<file path="src/rtl/rx_irq_pkg.sv">
package rx_irq_pkg;
  localparam int unsigned N_FLAG  = 7;
  localparam int unsigned N_CAUSE = N_FLAG + 1;
  localparam int unsigned DATA_W  = 8;

  localparam int unsigned CI_UNLOCK  = 0;
  localparam int unsigned CI_INVALID = 1;
  localparam int unsigned CI_TERR    = 2;
  localparam int unsigned CI_CSUD    = 3;
  localparam int unsigned CI_NAUDIO  = 4;
  localparam int unsigned CI_COPY    = 5;
  localparam int unsigned CI_DEEMPH  = 6;
  localparam int unsigned CI_FREQ    = 7;

  // flags latched on rising edge only; others on any toggle
  localparam logic [N_FLAG-1:0] RISE_ONLY = 7'b0001110;

  typedef enum logic [1:0] {
    ADDR_CAUSE = 2'd0,
    ADDR_LIVE  = 2'd1,
    ADDR_MASK  = 2'd2,
    ADDR_CTRL  = 2'd3
  } reg_addr_e;
endpackage

</file>
<file path="src/rtl/rx_change_detect.sv">
module rx_change_detect #(
  parameter int unsigned N_FLAG = 7,
  parameter int unsigned FREQ_W = 2,
  parameter logic [N_FLAG-1:0] RISE_MASK = '0
) (
  input  logic              clk_i,
  input  logic              rst_ni,
  input  logic [N_FLAG-1:0] flags_i,
  input  logic [FREQ_W-1:0] freq_i,
  output logic [N_FLAG:0]   hit_o,
  output logic [N_FLAG-1:0] flags_q_o,
  output logic [FREQ_W-1:0] freq_q_o,
  output logic              primed_o
);
  logic              primed_q;
  logic [N_FLAG-1:0] flags_q;
  logic [FREQ_W-1:0] freq_q;

  always_ff @(posedge clk_i or negedge rst_ni) begin
    if (!rst_ni) begin
      primed_q <= 1'b0;
      flags_q  <= '0;
      freq_q   <= '0;
    end else begin
      primed_q <= 1'b1;
      flags_q  <= flags_i;
      freq_q   <= freq_i;
    end
  end

  for (genvar g = 0; g < N_FLAG; g++) begin : g_flag
    if (RISE_MASK[g]) begin : g_rise
      assign hit_o[g] = primed_q & flags_i[g] & ~flags_q[g];
    end else begin : g_toggle
      assign hit_o[g] = primed_q & (flags_i[g] ^ flags_q[g]);
    end
  end

  assign hit_o[N_FLAG] = primed_q & (freq_i != freq_q);
  assign flags_q_o     = flags_q;
  assign freq_q_o      = freq_q;
  assign primed_o      = primed_q;
endmodule

</file>
<file path="src/rtl/rx_cause_latch.sv">
module rx_cause_latch #(
  parameter int unsigned N_CAUSE = 8
) (
  input  logic               clk_i,
  input  logic               rst_ni,
  input  logic [N_CAUSE-1:0] hit_i,
  input  logic               clr_i,
  input  logic [N_CAUSE-1:0] mask_i,
  output logic [N_CAUSE-1:0] cause_o,
  output logic               irq_no
);
  logic [N_CAUSE-1:0] cause_q, cause_d;

  // new hits win over the clear
  always_comb cause_d = (clr_i ? '0 : cause_q) | hit_i;

  always_ff @(posedge clk_i or negedge rst_ni) begin
    if (!rst_ni) cause_q <= '0;
    else         cause_q <= cause_d;
  end

  assign cause_o = cause_q;
  assign irq_no  = ~|(cause_q & ~mask_i);
endmodule

</file>
<file path="src/rtl/rx_sample_gate.sv">
module rx_sample_gate #(
  parameter int unsigned SAMPLE_W = 24
) (
  input  logic                clk_i,
  input  logic                rst_ni,
  input  logic [SAMPLE_W-1:0] sample_i,
  input  logic                valid_i,
  input  logic                err_i,
  input  logic                replace_en_i,
  input  logic                fill_zero_i,
  output logic [SAMPLE_W-1:0] sample_o,
  output logic                valid_o
);
  logic [SAMPLE_W-1:0] last_good_q, out_q, out_d;
  logic                valid_q;

  always_comb begin
    out_d = sample_i;
    if (err_i && replace_en_i) out_d = fill_zero_i ? '0 : last_good_q;
  end

  always_ff @(posedge clk_i or negedge rst_ni) begin
    if (!rst_ni) begin
      last_good_q <= '0;
      out_q       <= '0;
      valid_q     <= 1'b0;
    end else begin
      valid_q <= valid_i;
      if (valid_i) begin
        out_q <= out_d;
        if (!err_i) last_good_q <= sample_i;
      end
    end
  end

  assign sample_o = out_q;
  assign valid_o  = valid_q;
endmodule

</file>
<file path="src/rtl/rx_status_irq_ctrl.sv">
module rx_status_irq_ctrl
  import rx_irq_pkg::*;
#(
  parameter int unsigned SAMPLE_W = 24,
  parameter int unsigned FREQ_W   = 2
) (
  input  logic                clk_i,
  input  logic                rst_ni,
  input  logic                unlock_i,
  input  logic                invalid_i,
  input  logic                trans_err_i,
  input  logic                csud_i,
  input  logic                non_audio_i,
  input  logic                copy_n_i,
  input  logic                deemph_i,
  input  logic [FREQ_W-1:0]   freq_i,
  input  logic [SAMPLE_W-1:0] sample_i,
  input  logic                sample_valid_i,
  output logic [SAMPLE_W-1:0] sample_o,
  output logic                sample_valid_o,
  input  logic                reg_we_i,
  input  logic                reg_re_i,
  input  logic [1:0]          reg_addr_i,
  input  logic [7:0]          reg_wdata_i,
  output logic [7:0]          reg_rdata_o,
  output logic                irq_no
);
  localparam int unsigned CTRL_USED = FREQ_W + 1;

  logic [N_FLAG-1:0]  flags, flags_q;
  logic [FREQ_W-1:0]  freq_q;
  logic [N_CAUSE-1:0] hit, cause, mask_q;
  logic               primed, fill_q, read_clear, err;
  logic [DATA_W-1:0]  rdata_q, rdata_d;

  always_comb begin
    flags             = '0;
    flags[CI_UNLOCK]  = unlock_i;
    flags[CI_INVALID] = invalid_i;
    flags[CI_TERR]    = trans_err_i;
    flags[CI_CSUD]    = csud_i;
    flags[CI_NAUDIO]  = non_audio_i;
    flags[CI_COPY]    = copy_n_i;
    flags[CI_DEEMPH]  = deemph_i;
  end

  rx_change_detect #(.N_FLAG(N_FLAG), .FREQ_W(FREQ_W), .RISE_MASK(RISE_ONLY)) u_det (
    .clk_i, .rst_ni, .flags_i(flags), .freq_i,
    .hit_o(hit), .flags_q_o(flags_q), .freq_q_o(freq_q), .primed_o(primed)
  );

  assign read_clear = reg_re_i && (reg_addr_i == ADDR_CAUSE);

  rx_cause_latch #(.N_CAUSE(N_CAUSE)) u_cause (
    .clk_i, .rst_ni, .hit_i(hit), .clr_i(read_clear), .mask_i(mask_q),
    .cause_o(cause), .irq_no
  );

  assign err = invalid_i | trans_err_i;

  rx_sample_gate #(.SAMPLE_W(SAMPLE_W)) u_gate (
    .clk_i, .rst_ni, .sample_i, .valid_i(sample_valid_i), .err_i(err),
    .replace_en_i(mask_q[CI_INVALID] & mask_q[CI_TERR]), .fill_zero_i(fill_q),
    .sample_o, .valid_o(sample_valid_o)
  );

  always_comb begin
    rdata_d = '0;
    unique case (reg_addr_e'(reg_addr_i))
      ADDR_CAUSE: rdata_d = DATA_W'(cause);
      ADDR_LIVE:  rdata_d = DATA_W'(flags_q);
      ADDR_MASK:  rdata_d = DATA_W'(mask_q);
      ADDR_CTRL:  rdata_d[CTRL_USED-1:0] = {freq_q, fill_q};
      default:    rdata_d = '0;
    endcase
  end

  always_ff @(posedge clk_i or negedge rst_ni) begin
    if (!rst_ni) begin
      mask_q  <= '0;
      fill_q  <= 1'b0;
      rdata_q <= '0;
    end else begin
      if (reg_re_i) rdata_q <= rdata_d;
      if (reg_we_i && reg_addr_i == ADDR_MASK) mask_q <= reg_wdata_i[N_CAUSE-1:0];
      if (reg_we_i && reg_addr_i == ADDR_CTRL) fill_q <= reg_wdata_i[0];
    end
  end

  assign reg_rdata_o = rdata_q;
endmodule

</file>
<file path="config.mk">
export PLATFORM = sky130hd
export DESIGN_NAME = rx_status_irq_ctrl
export DESIGN_NICKNAME = d
export VERILOG_FILES = /design/src/rtl/rx_irq_pkg.sv /design/src/rtl/rx_change_detect.sv /design/src/rtl/rx_cause_latch.sv /design/src/rtl/rx_sample_gate.sv /design/src/rtl/rx_status_irq_ctrl.sv
export SDC_FILE = /design/constraint.sdc
export NUM_CORES = 1
export LEC_CHECK = 0
export BUFFER_PORTS_ARGS = -buffer_cell sky130_fd_sc_hd__buf_2
export CAP_MARGIN = 20
export CORE_UTILIZATION = 45
export CTS_BUF_LIST = sky130_fd_sc_hd__clkbuf_16
export DETAILED_ROUTE_END_ITERATION = 10
export GPL_TIMING_DRIVEN = 0
export HOLD_SLACK_MARGIN = 0.05
export PLACE_DENSITY = 0.78
export SLEW_MARGIN = 20
export SYNTH_ARGS = -nofsm -noshare
export SYNTH_HDL_FRONTEND = slang
export SYNTH_SLANG_ARGS = --single-unit
</file>
<file path="constraint.sdc">
create_clock -name clk_i -period 1.87 [get_ports clk_i]
set_input_delay 0.0935 -clock clk_i [delete_from_list [all_inputs] [get_ports clk_i]]
set_output_delay 0.0935 -clock clk_i [all_outputs]
set_load 0.01 [all_outputs]
</file>
Word level (Yosys, flattened, before mapping)
Index checks and enable logic that the tools add are counted.
{"block": "word_totals", "register_bits": 84, "wordCells": 51, "out_inout_bits": 34, "in_bits": 48}
{"block": "op_classes", "bitwise": 24, "n_mux": 5, "n_eq_ne": 4, "n_reduce_logical": 8}
{"cell": "two-way mux 24 bit", "count": 2}
{"cell": "case mux 5 bit (3 select lines)", "count": 1}
{"cell": "bitwise AND 1 bit", "count": 12}
{"cell": "case mux 3 bit (4 select lines)", "count": 1}
{"cell": "bitwise AND 8 bit", "count": 1}
{"cell": "two-way mux 8 bit", "count": 1}
{"cell": "inverter 8 bit", "count": 1}
{"cell": "bitwise OR 8 bit", "count": 1}
{"cell": "OR reduction 8 bit", "count": 1}
{"cell": "== test 2 bit, second input constant", "count": 2}
{"cell": "logical AND 1 bit", "count": 4}
{"cell": "inverter 1 bit", "count": 4}
{"cell": "XOR 1 bit", "count": 4}
{"cell": "== test 2 x 1 -> 1 bit, second input constant", "count": 1}
{"cell": "logical NOT 2 bit", "count": 1}
{"cell": "inequality test 2 bit", "count": 1}
{"cell": "AND reduction 2 bit", "count": 1}
{"cell": "logical NOT 1 bit", "count": 1}
{"cell": "bitwise OR 1 bit", "count": 1}

Logic depth before layout (Yosys ltp)
{"block": "depth", "ltp_word": 4, "mapped_depth": 4, "ltp_nobuf": 3}

Modules after synthesis
Synthesis repeated with hierarchy kept, for this count alone.
{"block": "unflattened", "cells_unflattened": 264, "hier_area_um2": 3623.5}
{"module": "rx_sample_gate", "cells_each": 134, "n_inst": 1, "area_each_um2": 2047.0, "seq_area_each_um2": 1226.2}
{"module": "rx_status_irq_ctrl", "cells_each": 72, "n_inst": 1, "area_each_um2": 882.1, "seq_area_each_um2": 425.4}
{"module": "rx_change_detect", "cells_each": 28, "n_inst": 1, "area_each_um2": 361.6, "seq_area_each_um2": 250.2}
{"module": "rx_cause_latch", "cells_each": 30, "n_inst": 1, "area_each_um2": 332.8, "seq_area_each_um2": 200.2}

Least setup slack after synthesis
OpenSTA, ideal clock, no wires.
{"block": "synth_path", "path_kind": "reg-to-reg", "start": "register fill_q", "end": "register rdata_q[0] (netlist: reg_rdata_o[0])", "required_time_ps": 1745, "arrival_time_ps": 1112, "period_less_slack_ps": 1237, "stages_incl_launch_ff": 3, "path_slack_ps": 633, "setup_time_ps": 125, "path_buffers": 0, "cell_sequence": "dfrtp_1 > mux4_1 > mux2_2"}
{"block": "synth_between", "elab_chain_cells": 1}
{"element": "start, declared", "line": "rx_status_irq_ctrl.sv:33", "source": "logic primed, fill_q, read_clear, err;"}
{"element": "start signal, assigned", "line": "rx_status_irq_ctrl.sv:86", "source": "if (reg_we_i && reg_addr_i == ADDR_CTRL) fill_q <= reg_wdata_i[0];"}
{"element": "case mux 3 bit (4 select lines)", "line": "rx_status_irq_ctrl.sv:69", "source": "unique case (reg_addr_e'(reg_addr_i))"}
{"element": "end signal, assigned", "line": "rx_status_irq_ctrl.sv:84", "source": "if (reg_re_i) rdata_q <= rdata_d;"}
{"element": "end, declared", "line": "rx_status_irq_ctrl.sv:34", "source": "logic [DATA_W-1:0] rdata_q, rdata_d;"}
No other way between the ends.
A chain may end at the register's enable or synchronous reset.

Worst setup path in the final report
{"block": "layout_path", "start": "input port trans_err_i", "end": "register u_gate.last_good_q[23]"}
{"block": "layout_between", "elab_chain_cells": 3}
{"element": "start, declared", "line": "rx_status_irq_ctrl.sv:11", "source": "input logic trans_err_i,"}
{"element": "bitwise OR 1 bit", "line": "rx_status_irq_ctrl.sv:59", "source": "assign err = invalid_i | trans_err_i;"}
{"element": "inverter 1 bit (no source line)"}
{"element": "AND reduction 2 bit (no source line)"}
{"element": "end signal, assigned", "line": "rx_sample_gate.sv:31", "source": "if (!err_i) last_good_q <= sample_i;"}
{"element": "end, declared", "line": "rx_sample_gate.sv:14", "source": "logic [SAMPLE_W-1:0] last_good_q, out_q, out_d;"}
No other way between the ends.

==> results.tsv <==
metric	value	unit
cp_slowest_stage_delay	0.53	ns
syn-cell-area	0.003598	sq mm
gp_congestion	0.8017	
number_of_global_route_vias_before_repair	2937	
num_io_pins	82	
number_of_h_tree_levels	3	
synthesis.nets	347	
multi_input_area	0.001378	sq mm
syn2layout_area_growth	36.06	%
vdd_drop_max	485.2	uV
fin_crit_sh	0.8524	
antenna_nets_post_route	0	
critPathMaxFanout	10	
grt_util_met3	0.04355	
globalRoute.totalOverflow	0	
timing.critical_path.max_delay_family	buffers and inverters	
slowest_stage	sky130_fd_sc_hd__dlygate4sd3_1	
ys_seq_area_frac	0.5841	
die_h	91.43	microns
drt_drc_violations_left	0	
min_path_type	input pin to register	
netlist.top_cell.by_area	sky130_fd_sc_hd__dfrtp_1	
cts_tree	yes	
cts.reportedPaths.clkPinSlew	0.07	ns
use_met1	0.2891	
final_max_slew_viol_count	0	
final_cells	542	
setup.worst_path.end_class	register	
initial_utilization	0.4657	
design.die.area	0.008359	sq mm
resize_count_post_cts	0	
maximum_root_to_sink_buffer_count	2	
drtPass1Iterations	4	
grt-busiest-layer	met2	
post_route_cells_drive_above_1_share	0.3364	
dp_hpwl	5714	microns
finalSetupViolations	0	
coreArea	0.007727	sq mm
finalSetupTns	0	ns
totalPowerFinal	5.028	mW
synth_async_sr_flop_share	1.000	
max_freq	0.6274	GHz
cp_num_buf_inv	3	
nets	483	
route.final.wire_length	8524	microns
p_leak	2.255	nW
register_area	0.002102	sq mm
synth.top_cells.by_area	sky130_fd_sc_hd__dfrtp_1 (58%), sky130_fd_sc_hd__mux2_2 (11%), sky130_fd_sc_hd__nand3b_1 (5.0%), sky130_fd_sc_hd__a31oi_1 (4.2%), sky130_fd_sc_hd__nand2_1 (3.3%)	
drt_first_iter_violations	183	
standard_cell_rows	32	
fp.dieW	91.43	microns
clock_tree.root_cell	sky130_fd_sc_hd__clkbuf_16	
timing.critical_path.required	2.08	ns
global_route.usage.met2	0.3578	
holdWs	0.08668	ns
synthesis.yosys.warnings	0	
post_synth.cell_area_avg	12.03	sq um
pwr_density	1027	mW/mm^2
synthTopCellsByCount	sky130_fd_sc_hd__dfrtp_1 (84), sky130_fd_sc_hd__mux2_2 (34), sky130_fd_sc_hd__nand2_1 (32)	
via_per_inst	5.201	
all_layer_global_routing_usage	0.2219	
synthesis_stage_register_bit_count	84	
layout_min_cycle_time	1.594	ns
antenna_found_initial	0	
clk_latency	0.34	ns
synthCells	299	
routed-via-count	2819	
crit_path_cell_trace	dlygate4sd3_1 -> buf_2 -> nor3b_4 -> buf_4 -> mux2_2	
synth-edff-count	0	
critical_path_startpoint_category	input pin	
grt_start_max_net_pins	53	
final_hold_viol_count	0	
yosys.cell_count.top_type	sky130_fd_sc_hd__dfrtp_1	
crit_path_category	input pin to register	
grt_first_pass_wirelength	14230	microns
rsz0062_at_grt	no	
timing.max_cap.violations	0	
number_of_buffers_created_by_cts	9	
worst_clock_skew	0.008556	ns
insertedDiodeCount	0	
portBuffers	81	
cts.sinks	84	
filler_cell_count	565	
most_used_flip_flop_cell_after_synthesis	sky130_fd_sc_hd__dfrtp_1	
worst-endpoint-arrival	1.81	ns
drt-wirelength-per-cell	15.73	microns
status	finished, final reports clean	
numPlacedInstances	483	
synth_top_cell_area_share	0.5841	
synth.distinct_cells	32	
-- layout make-up --
class | instances | share of cell area
Sequential cell | 84 | 0.4293
Multi-Input combinational cell | 189 | 0.2814
Timing Repair Buffer | 125 | 0.1768
Clock buffer | 9 | 0.04600
Tap cell | 102 | 0.02607
Buffer | 18 | 0.01814
Clock inverter | 7 | 0.01610
Inverter | 8 | 0.006133
-- cell usage in the layout, fill, tap and decap left out, types with 4 or more instances in the layout --
cell type                       Yosys  layout
sky130_fd_sc_hd__a21oi_1            4       4
sky130_fd_sc_hd__a22o_1             4       4
sky130_fd_sc_hd__a2bb2oi_1          4       4
sky130_fd_sc_hd__a31oi_1           24      24
sky130_fd_sc_hd__buf_2              5      85
sky130_fd_sc_hd__clkbuf_1           9       9
sky130_fd_sc_hd__clkbuf_16          0       9
sky130_fd_sc_hd__dfrtp_1           84      84
sky130_fd_sc_hd__dlygate4sd3_1      0      43
sky130_fd_sc_hd__inv_1              8       8
sky130_fd_sc_hd__mux2_2            34      34
sky130_fd_sc_hd__mux2i_1            5       5
sky130_fd_sc_hd__nand2_1           32      32
sky130_fd_sc_hd__nand3b_1          24      24
sky130_fd_sc_hd__nor2_1            29      29
sky130_fd_sc_hd__o21ai_0            4       4
sky130_fd_sc_hd__o22ai_1            4       4
sky130_fd_sc_hd__xor2_1             6       6
-- state kept, by name (all words and copies together), names as in the netlist --
| signal | flops |
|---|---|
| fill_q | 1 |
| mask_q | 8 |
| reg_rdata_o | 8 |
| u_cause.cause_o | 8 |
| u_det.flags_q_o | 7 |
| u_det.freq_q_o | 2 |
| u_det.primed_o | 1 |
| u_gate.last_good_q | 24 |
| u_gate.sample_o | 24 |
| u_gate.valid_o | 1 |
-- cells by family (layout without fill, tap and decap cells) --
| logic type | count (synthesis) | after routing | share of synthesized area |
|---|---|---|---|
| AOI/OAI and AO/OA | 46 | 46 | 0.08553 |
| xor gates and xnor gates | 6 | 6 | 0.01460 |
| buffers and inverters | 26 | 167 | 0.03303 |
| DFF | 84 | 84 | 0.5841 |
| muxes | 45 | 45 | 0.1516 |
| other | 1 | 1 | 0.001042 |
| and+or+nand+nor | 91 | 91 | 0.1300 |
-- worst reg2reg max path: stages, from the launching register on --
cell	delay, ns
sky130_fd_sc_hd__dfrtp_1	0.46
sky130_fd_sc_hd__mux4_1	0.53
sky130_fd_sc_hd__mux2_2	0.28
-- report_power, final --
group	switching (mW)	internal, mW	total, mW	leakage [nW]
registers	0.180	2.10	2.28	0.971
clock network	0.762	1.05	1.82	0.146
logic	0.451	0.486	0.937	1.14
-- final timing paths --
check                                    from                     end  slack (ns)  cells past startpoint
setup reg to reg                       fill_q          reg_rdata_o[0]        0.50                      2
hold reg to reg            u_det.flags_q_o[1]      u_cause.cause_o[1]        0.47                      1
setup / recovery                  trans_err_i  u_gate.last_good_q[23]        0.28                      5
hold / removal                       reg_re_i          reg_rdata_o[0]        0.09                      2
max in group asynchronous              rst_ni      u_cause.cause_o[6]        1.03                      3
min in group asynchronous              rst_ni      u_gate.sample_o[9]        0.24                      2
-- routing by layer --
layer	part of all wire	vias up
met3	0.047	16
met1	0.43	1385
met4	0.022	0
met5	0	-
met2	0.50	91
li1	-	1327
-- repair_timing --
action                     in CTS  in global routing
setup endpoints to repair       0                  0
setup buffers                   0                  0
hold endpoints to repair       99                  0
hold buffers                   43                  0
-- per-stage QoR --
stage | utilization | setup WS, ns | area, sq um
CTS | 0.6336 | 0.2976 | 4896
finish | 0.6336 | 0.2761 | 4896
detailed placement | 0.5385 | 0.5028 | 4161
global route | 0.6336 | 0.1264 | 4896
floorplan | - | 0.6330 | 3598
global placement | 0.5347 | 0.05672 | 4131
Note: power is estimated with default switching activity, not from simulation.
